**src/rtl/msr_pkg.sv**
```systemverilog
package msr_pkg;

    typedef enum logic [1:0] {
        TERM_OFF = 2'b00,
        TERM_POS = 2'b01,
        TERM_RSV = 2'b10,
        TERM_NEG = 2'b11
    } term_sign_e;

    // Conjugation flips +1 and -1; inert codes stay inert.
    function automatic logic [1:0] flip_sign(input logic [1:0] code, input logic flip);
        logic [1:0] res;
        res = code;
        if (flip && code[0]) begin
            res = code ^ 2'b10;
        end
        return res;
    endfunction

endpackage

```
**src/rtl/msr_shift_array.sv**
```systemverilog
module msr_shift_array #(
    parameter int DATA_W  = 16,
    parameter int SHIFT_W = 4,
    parameter int NSPT    = 3
) (
    input  logic                     clk,
    input  logic                     rst_n,
    input  logic                     en,
    input  logic [DATA_W-1:0]        din,
    input  logic [NSPT*SHIFT_W-1:0]  shifts,
    output logic [NSPT*DATA_W-1:0]   terms
);

    genvar k;
    generate
        for (k = 0; k < NSPT; k++) begin : g_term
            logic [SHIFT_W-1:0] amt;
            logic [DATA_W-1:0]  shifted;

            assign amt     = shifts[k*SHIFT_W +: SHIFT_W];
            assign shifted = DATA_W'($signed(din) >>> amt);

            always_ff @(posedge clk or negedge rst_n) begin
                if (!rst_n) begin
                    terms[k*DATA_W +: DATA_W] <= '0;
                end else if (en) begin
                    terms[k*DATA_W +: DATA_W] <= shifted;
                end
            end
        end
    endgenerate

endmodule

```
**src/rtl/msr_term_combine.sv**
```systemverilog
module msr_term_combine
    import msr_pkg::*;
#(
    parameter int DATA_W  = 16,
    parameter int NSPT    = 3,
    parameter int A_TERMS = 1,
    parameter int ACC_W   = 19
) (
    input  logic                   clk,
    input  logic                   rst_n,
    input  logic                   en,
    input  logic [NSPT*DATA_W-1:0] x_terms,
    input  logic [NSPT*DATA_W-1:0] y_terms,
    input  logic [NSPT*2-1:0]      signs,
    output logic [DATA_W-1:0]      rot_x,
    output logic [DATA_W-1:0]      rot_y
);

    localparam logic signed [ACC_W-1:0] MAX_V = ACC_W'((1 << (DATA_W-1)) - 1);
    localparam logic signed [ACC_W-1:0] MIN_V = -ACC_W'(1 << (DATA_W-1));

    logic signed [ACC_W-1:0] acc_x;
    logic signed [ACC_W-1:0] acc_y;
    logic [DATA_W-1:0]       sat_x;
    logic [DATA_W-1:0]       sat_y;

    always_comb begin
        acc_x = '0;
        acc_y = '0;
        for (int k = 0; k < NSPT; k++) begin
            logic signed [ACC_W-1:0] tx;
            logic signed [ACC_W-1:0] ty;
            term_sign_e              code;
            tx   = ACC_W'($signed(x_terms[k*DATA_W +: DATA_W]));
            ty   = ACC_W'($signed(y_terms[k*DATA_W +: DATA_W]));
            code = term_sign_e'(signs[k*2 +: 2]);
            if (k < A_TERMS) begin
                unique case (code)
                    TERM_POS: begin acc_x = acc_x + tx; acc_y = acc_y + ty; end
                    TERM_NEG: begin acc_x = acc_x - tx; acc_y = acc_y - ty; end
                    default:  ;
                endcase
            end else begin
                unique case (code)
                    TERM_POS: begin acc_x = acc_x - ty; acc_y = acc_y + tx; end
                    TERM_NEG: begin acc_x = acc_x + ty; acc_y = acc_y - tx; end
                    default:  ;
                endcase
            end
        end
    end

    always_comb begin
        if (acc_x > MAX_V)      sat_x = MAX_V[DATA_W-1:0];
        else if (acc_x < MIN_V) sat_x = MIN_V[DATA_W-1:0];
        else                    sat_x = acc_x[DATA_W-1:0];
        if (acc_y > MAX_V)      sat_y = MAX_V[DATA_W-1:0];
        else if (acc_y < MIN_V) sat_y = MIN_V[DATA_W-1:0];
        else                    sat_y = acc_y[DATA_W-1:0];
    end

    always_ff @(posedge clk or negedge rst_n) begin
        if (!rst_n) begin
            rot_x <= '0;
            rot_y <= '0;
        end else if (en) begin
            rot_x <= sat_x;
            rot_y <= sat_y;
        end
    end

endmodule

```
**src/rtl/msr_twiddle_rotator.sv**
```systemverilog
module msr_twiddle_rotator
    import msr_pkg::*;
#(
    parameter int DATA_W  = 16,
    parameter int SHIFT_W = 4,
    parameter int A_TERMS = 1,
    parameter int B_TERMS = 2,
    localparam int NSPT    = A_TERMS + B_TERMS,
    localparam int TERM_W  = 2 + SHIFT_W,
    localparam int PARAM_W = NSPT * TERM_W
) (
    input  logic               clk,
    input  logic               rst_n,
    input  logic               in_valid,
    input  logic [DATA_W-1:0]  in_x,
    input  logic [DATA_W-1:0]  in_y,
    input  logic [PARAM_W-1:0] in_param,
    input  logic               in_inverse,
    output logic               out_valid,
    output logic [DATA_W-1:0]  out_x,
    output logic [DATA_W-1:0]  out_y
);

    localparam int ACC_W = DATA_W + $clog2(NSPT) + 1;

    logic [NSPT*SHIFT_W-1:0] shift_fld;
    logic [NSPT*2-1:0]       sign_fld;
    logic [NSPT*2-1:0]       sign_q;
    logic [NSPT*DATA_W-1:0]  x_terms;
    logic [NSPT*DATA_W-1:0]  y_terms;
    logic                    vld_s1;
    logic                    vld_s2;

    genvar k;
    generate
        for (k = 0; k < NSPT; k++) begin : g_split
            assign shift_fld[k*SHIFT_W +: SHIFT_W] = in_param[k*TERM_W +: SHIFT_W];
            assign sign_fld[k*2 +: 2] =
                flip_sign(in_param[k*TERM_W + SHIFT_W +: 2], in_inverse && (k >= A_TERMS));
        end
    endgenerate

    msr_shift_array #(.DATA_W(DATA_W), .SHIFT_W(SHIFT_W), .NSPT(NSPT)) u_bsa_x (
        .clk(clk), .rst_n(rst_n), .en(in_valid), .din(in_x), .shifts(shift_fld), .terms(x_terms)
    );

    msr_shift_array #(.DATA_W(DATA_W), .SHIFT_W(SHIFT_W), .NSPT(NSPT)) u_bsa_y (
        .clk(clk), .rst_n(rst_n), .en(in_valid), .din(in_y), .shifts(shift_fld), .terms(y_terms)
    );

    always_ff @(posedge clk or negedge rst_n) begin
        if (!rst_n) begin
            sign_q <= '0;
            vld_s1 <= 1'b0;
            vld_s2 <= 1'b0;
        end else begin
            vld_s1 <= in_valid;
            vld_s2 <= vld_s1;
            if (in_valid) begin
                sign_q <= sign_fld;
            end
        end
    end

    msr_term_combine #(.DATA_W(DATA_W), .NSPT(NSPT), .A_TERMS(A_TERMS), .ACC_W(ACC_W)) u_comb (
        .clk(clk), .rst_n(rst_n), .en(vld_s1), .x_terms(x_terms), .y_terms(y_terms),
        .signs(sign_q), .rot_x(out_x), .rot_y(out_y)
    );

    assign out_valid = vld_s2;

endmodule

```
**config.mk**
```make
export PLATFORM = sky130hd
export DESIGN_NAME = msr_twiddle_rotator
export DESIGN_NICKNAME = d
export VERILOG_FILES = /design/src/rtl/msr_pkg.sv /design/src/rtl/msr_shift_array.sv /design/src/rtl/msr_term_combine.sv /design/src/rtl/msr_twiddle_rotator.sv
export SDC_FILE = /design/constraint.sdc
export NUM_CORES = 1
export LEC_CHECK = 0
export ABC_CLOCK_PERIOD_IN_PS = 8400
export BUFFER_PORTS_ARGS = -buffer_cell sky130_fd_sc_hd__buf_2
export CAP_MARGIN = 10
export CELL_PAD_IN_SITES_DETAIL_PLACEMENT = 1
export CELL_PAD_IN_SITES_GLOBAL_PLACEMENT = 1
export CORE_MARGIN = 2
export CORE_UTILIZATION = 49
export CTS_BUF_LIST = sky130_fd_sc_hd__clkbuf_8
export DETAILED_ROUTE_END_ITERATION = 10
export PLACE_DENSITY = 0.81
export SLEW_MARGIN = 20
export SYNTH_ARGS = -nofsm -noshare
export SYNTH_HDL_FRONTEND = slang
export SYNTH_SLANG_ARGS = --single-unit
export TNS_END_PERCENT = 20
```
**constraint.sdc**
```tcl
create_clock -name clk -period 8.4 [get_ports clk]
set_clock_uncertainty 0.1 [all_clocks]
set_input_delay 0.42 -clock clk [delete_from_list [all_inputs] [get_ports clk]]
set_output_delay 0.42 -clock clk [all_outputs]
set_load 0.01 [all_outputs]
```
; After elaboration in Yosys (flattened, before gate mapping)
; Index checks and enable logic that the tools add are counted.
[totals]
regBits = 136
in_bits = 54
out_inout_bits = 33
wordCells = 53
[classes]
addsub = 10
magnitude_cmp = 4
n_eq_ne = 6
n_shift = 6
mux = 12
bitwise = 2
reduce_logical = 2
[ops]
columns = cell, count
row1 = $pmux W19 S2, 6
row2 = $sshr A16 B4 Y16, 6
row3 = $add A19 B16 Y19, 4
row4 = $sub A19 B16 Y19, 4
row5 = $mux W16, 4
row6 = $gt A19 B16 Y1 const B, 2
row7 = $lt A19 B16 Y1 const B, 2
row8 = $sub A1 B16 Y17 const A, 2
row9 = $eq A2 B1 Y1 const B, 3
row10 = $eq A2 B2 Y1 const B, 3
row11 = $mux W2, 2
row12 = $logic_and A1 B1 Y1, 2
row13 = $not A1 Y1, 2

; Logic depth before layout (Yosys ltp)
[depth]
depth_word = 9
depth_mapped = 30
mapped_depth_nobuf = 29

; Hierarchy
; A second synthesis with hierarchy kept.
[hier_totals]
hier_cells = 1900
area_unflattened_um2 = 16329.4
[modules_own_cells]
columns = module, instances, cells_per_inst, area_each_um2, seq_area_each_um2
row1 = msr_term_combine, 1, 1131, 8195.4, 800.8
row2 = msr_shift_array, 2, 374, 3903.7, 1151.1
row3 = msr_twiddle_rotator, 1, 21, 326.6, 200.2

; Worst setup path after synthesis
; No wires, ideal clock.
[synth_path]
path_kind = register to register
startpoint = register sign_q[1]
endpoint = register u_comb.rot_y[14]
setup_ns = 0.121
t_arrival_ns = 5.992
t_required_ns = 8.179
setup_slack_ns = 2.187
path_stages_with_launch = 29
path_buffers = 4
period_less_slack_ns = 6.213
path_cell_list = dfrtp_1 -> clkbuf_1 -> clkbuf_1 -> buf_1 -> o21ai_0 -> xnor2_1 -> and2_1 -> ha_1 -> o21a_1 -> o31ai_1 -> a21oi_1 -> a2bb2o_1 -> and2_1 -> o21bai_1 -> a21oi_1 -> xnor2_1 -> mux2_2 -> ha_1 -> nand3_1 -> o21a_1 -> o31ai_1 -> o21bai_1 -> nor3_1 -> mux2_2 -> a211oi_2 -> o32a_1 -> buf_2 -> a211oi_2 -> o22a_1
[synth_via]
elab_chain_len = 9
elab_cells_between_ends = 13
classes_between = add/sub (4) / order compare (2) / eq/ne (2) / mux (5)
[synth_rtl]
columns = item, line_no
row1 = start: declaration, msr_twiddle_rotator.sv:28  ; logic [NSPT*2-1:0] sign_q;
row2 = start signal: assignment, msr_twiddle_rotator.sv:60  ; sign_q <= sign_fld;
row3 = $eq A2 B2 Y1 / $eq A2 B1 Y1 (equally long branches), msr_term_combine.sv:38  ; unique case (code)
row4 = $pmux W19 S2 (*), msr_term_combine.sv:38
row5 = $sub A19 B16 Y19 / $add A19 B16 Y19 (equally long branches), "msr_term_combine.sv:46, msr_term_combine.sv:45"
row6 = $pmux W19 S2 (*), msr_term_combine.sv:44  ; unique case (code)
row7 = $sub A19 B16 Y19 / $add A19 B16 Y19 (equally long branches), "msr_term_combine.sv:46, msr_term_combine.sv:45"
row8 = $pmux W19 S2 (*), msr_term_combine.sv:44
row9 = $lt A19 B16 Y1, msr_term_combine.sv:58  ; else if (acc_y < MIN_V) sat_y = MIN_V[DATA_W-1:0];
row10 = $mux W16, msr_term_combine.sv:58
row11 = $mux W16 (*), msr_term_combine.sv:57  ; if (acc_y > MAX_V) sat_y = MAX_V[DATA_W-1:0];
row12 = end signal: assignment, msr_term_combine.sv:68  ; rot_y <= sat_y;
row13 = end: declaration, msr_term_combine.sv:16  ; output logic [DATA_W-1:0] rot_y
; Every way passes the cells marked *; elsewhere a longest branch is shown, timed or not.
; A chain may end at the register's enable or synchronous reset.

; Final worst setup path
[layout_path]
startpoint = register sign_q[1]
endpoint = register u_comb.rot_y[3]
; The elaborated chain is that of the path after synthesis.

==> out/metrics.csv <==
stage,metric,value,unit
run_status,status,finished clean,
cells_and_area,nNetsFinal,1943,
timing,slew-limit-headroom,33.2,%
drt,drt_first_pass_iters,5,
cells_and_area,drive_gt1_share,16.8,%
setup_path,crit_path_end_kind,flop,
global_route,gr-total-overflow,0,
synth,synth_async_sr_flop_share,100,%
cells_and_area,final_cell_area,16100,µm²
setup_path,cp-startpoint,sign_q[1]$_DFFE_PN0P_,
drt,dr_total_vias,14100,
timing,holdWs,0.0680,ns
synth,yosys_register_bits,132,
cells_and_area,final_cell_count_no_fill,2218,
global_route,grt_max_degree,94,
floorplan,start_util,49.7,%
timing,finalSetupTns,0,ns
power,power.density,239,nW/µm²
timing,setup_violations,0,
global_route,gr-usage-all-layers,30.0,%
timing,hold_violations,0,
clock_tree,cts_hold_buf,1,
synth,synth.cell_area,15200,µm²
placement,port_buffers,86,
timing,post-route-period-util,84.0,%
synth,yosys.area.top_type,dfrtp_1,
clock_tree,htree_levels,4,
clock_tree,cts-buffers-inserted,17,
global_route,first_global_vias,14200,
setup_path,cp_data_arrival_time,7.33,ns
synth,seq_area_frac_synth,21.7,%
drt,ant_nets,0,
timing,fmax,142,MHz
synth,synth_edf_count,0,
power,p_leak,6.71,nW
drt,drc,0,
floorplan,core-area,30600,µm²
setup_path,r2r_cells,24,
synth,synth_area_leaders,"dfrtp_1, mux4_2, ha_1",
clock_tree,post-cts-setup-buffer-count,0,
synth,synthDistinctLibCells,81,
synth,avgSynthCellArea,8.38,µm²
synth,netlist_instances,1815,
setup_path,crit_end,u_comb.rot_y[3]$_DFFE_PN0P_,
floorplan,fp-row-count,64,
placement,gp_congestion,0.930,
clock_tree,cts_root_buffer,clkbuf_8,
clock_tree,clock-sinks,132,
global_route,antenna_found_initial,0,
clock_tree,clk_path_buf_depth,2,
setup_path,start_kind,flop,
placement,pre_cts_ws,1.59,ns
setup_path,reg2reg_slack,1.34,ns
placement,dp.cells,2185,
cells_and_area,regArea,3300,µm²
power,peakVddDrop,0.000107,V
cells_and_area,nFillCells,3713,
synth,ys.flop_type,dfrtp_1,
drt,avgRoutedWirePerCell,21.9,µm
setup_path,critPathRequiredTime,8.67,ns
placement,post-dp-hpwl,37200,µm
placement,place_area,15800,µm²
timing,worstMarginPinSlew,1.00,ns
run,cap_violations,0,
clock_tree,cts_tree,yes,
synth,syn-num-nets,1949,
power,total_power,3.86,mW
cells_and_area,antenna_cells,0,
timing,rsz0062_at_grt,false,
global_route,grt_first_pass_wirelength,78900,µm
drt,wl,48600,µm
synth,yosysWarnings,0,
timing,min_period,7.06,ns
synth,synth.top_cell.area_share,21.7,%
clock_tree,cts_resized,0,
clock_tree,clock_latency,0.48,ns
setup_path,path_class,reg2reg,
drt,viasPerCell,6.36,
floorplan,ios,87,
cells_and_area,areaGrowthSynthToFinish,6.08,%
cells_and_area,multi_input_area,11100,µm²
cells_and_area,final_util,52.8,%
setup_path,slowest_delay,0.67,ns
setup_path,crit_chain,buf_4 -> mux2i_1 -> nor2b_1 -> ha_1 -> nor2b_1 -> o31ai_1 -> a21oi_1 -> a2bb2o_1 -> and2_1 -> o21bai_1 -> a21oi_1 -> xnor2_1 -> mux2_2 -> ha_1 -> nand3_1 -> o21a_1 -> o31ai_1 -> o21bai_1 -> nor3_1 -> mux2_2 -> a211oi_2 -> o32a_1 -> nand2b_1 -> o2bb2ai_1,
floorplan,fp.dieH,180,µm
timing,slew_viol_final,0,
timing,finalWorstSetupSlack,1.34,ns
clock_tree,clk_pin_slew,0.09,ns
floorplan,die_w,180,µm
drt,drt_iter0_drc,1096,
setup_path,crit_fanout,21,
worst_hold_path,hold_path_class,in2reg,
setup_path,r2r_start,sign_q[1]$_DFFE_PN0P_,
setup_path,slowest_stage,dfrtp_1,
floorplan,die_area,32500,µm²
setup_path,r2r-end,u_comb.rot_y[3]$_DFFE_PN0P_,
-- kinds of logic after synthesis --
| kind of cell | share of synthesized area, % |
|---|---|
| fa+ha+maj | 6.85 |
| compound gates | 22.6 |
| flops | 21.7 |
| buf+inv | 5.30 |
| xor+xnor | 7.54 |
| mux | 19.8 |
| simple gates | 16.2 |
-- sequential cells by signal, summed over array words and instances (netlist names) --
name and flops:
sign_q 6, u_bsa_x.terms 46, u_comb.rot_x 16, u_bsa_y.terms 46, vld_s1 1, u_comb.rot_y 16, out_valid 1
-- layout by cell type (no fill, tap or decap), types with 21 or more instances in the layout --
master    count
nor2b_1      35
mux2_2       82
xor2_1       43
inv_1        91
nand3_1      24
mux2i_1      59
nor3_1       32
ha_1         76
a21oi_1     130
o31ai_1      26
xnor2_1      88
mux4_2       66
o211ai_1     41
nand2_1     143
a21o_1       26
nor2_1      160
buf_2        84
nand2b_1     21
dfrtp_1     131
and2_1       27
a211oi_1     42
o21ai_0     151
-- worst min-delay path by stage --
stage	from	end	slack [ns]	cells after the start
2_1_floorplan	rst_n	out_valid$_DFF_PN0_	0.02	0
6_report	in_param[16]	sign_q[4]$_DFFE_PN0P_	0.07	3
3_5_place_dp	rst_n	u_bsa_x.terms[28]$_DFFE_PN0P_	0.38	1
4_1_cts	in_param[16]	sign_q[4]$_DFFE_PN0P_	0.05	3
3_3_place_gp	u_comb.rot_y[10]$_DFFE_PN0P_	u_comb.rot_y[10]$_DFFE_PN0P_	0.37	1
5_1_grt	in_param[4]	sign_q[0]$_DFFE_PN0P_	0.08	2
-- where the power goes --
part	switching [mW]	total [mW]	internal, mW
clock	0.297	0.532	0.235
combinational	1.41	2.43	1.02
sequential	0.129	0.898	0.769
-- synthesized netlist by cell type, drive strengths merged, types with 8 or more instances --
cell,number
nor2,161
o21ai,153
nand2,143
a21oi,132
dfrtp,132
clkbuf,101
inv,89
xnor2,88
mux2,83
ha,76
mux4,66
mux2i,59
a211oi,46
xor2,43
o211ai,41
nor2b,35
nor3,33
and2,27
o31ai,27
a21o,26
nand3,24
buf,22
nand2b,22
o21a,17
o22ai,15
or3,14
nor4,13
o22a,11
a31oi,10
and3,10
o41ai,10
or2,9
nand4,8
o21bai,8
-- metal layers --
metal,part of all wire (%),vias up,track usage (%)
met5,0,-,0
met4,1.9,0,7.48
met3,5.2,59,4.16
met2,45,374,47.1
met1,48,7057,43.6
li1,-,6624,-
-- critical path: cells and delay by family, from the launching register on --
| family | cells | cell delay [ns] |
|---|---|---|
| compound gates | 11 | 3.03 |
| simple gates | 6 | 1.29 |
| mux | 3 | 0.79 |
| flops | 1 | 0.67 |
| fa+ha+maj | 2 | 0.63 |
| buf+inv | 1 | 0.34 |
| xor+xnor | 1 | 0.09 |
-- layout make-up --
class | instances | share of cell area (%)
Timing Repair Buffer | 98 | 3.29
Clock inverter | 15 | 0.814
Tap cell | 396 | 3.07
Clock buffer | 17 | 1.45
Multi-Input combinational cell | 1471 | 68.8
Inverter | 89 | 2.07
Sequential cell | 132 | 20.5
Note: power is estimated with default switching activity, not from simulation.
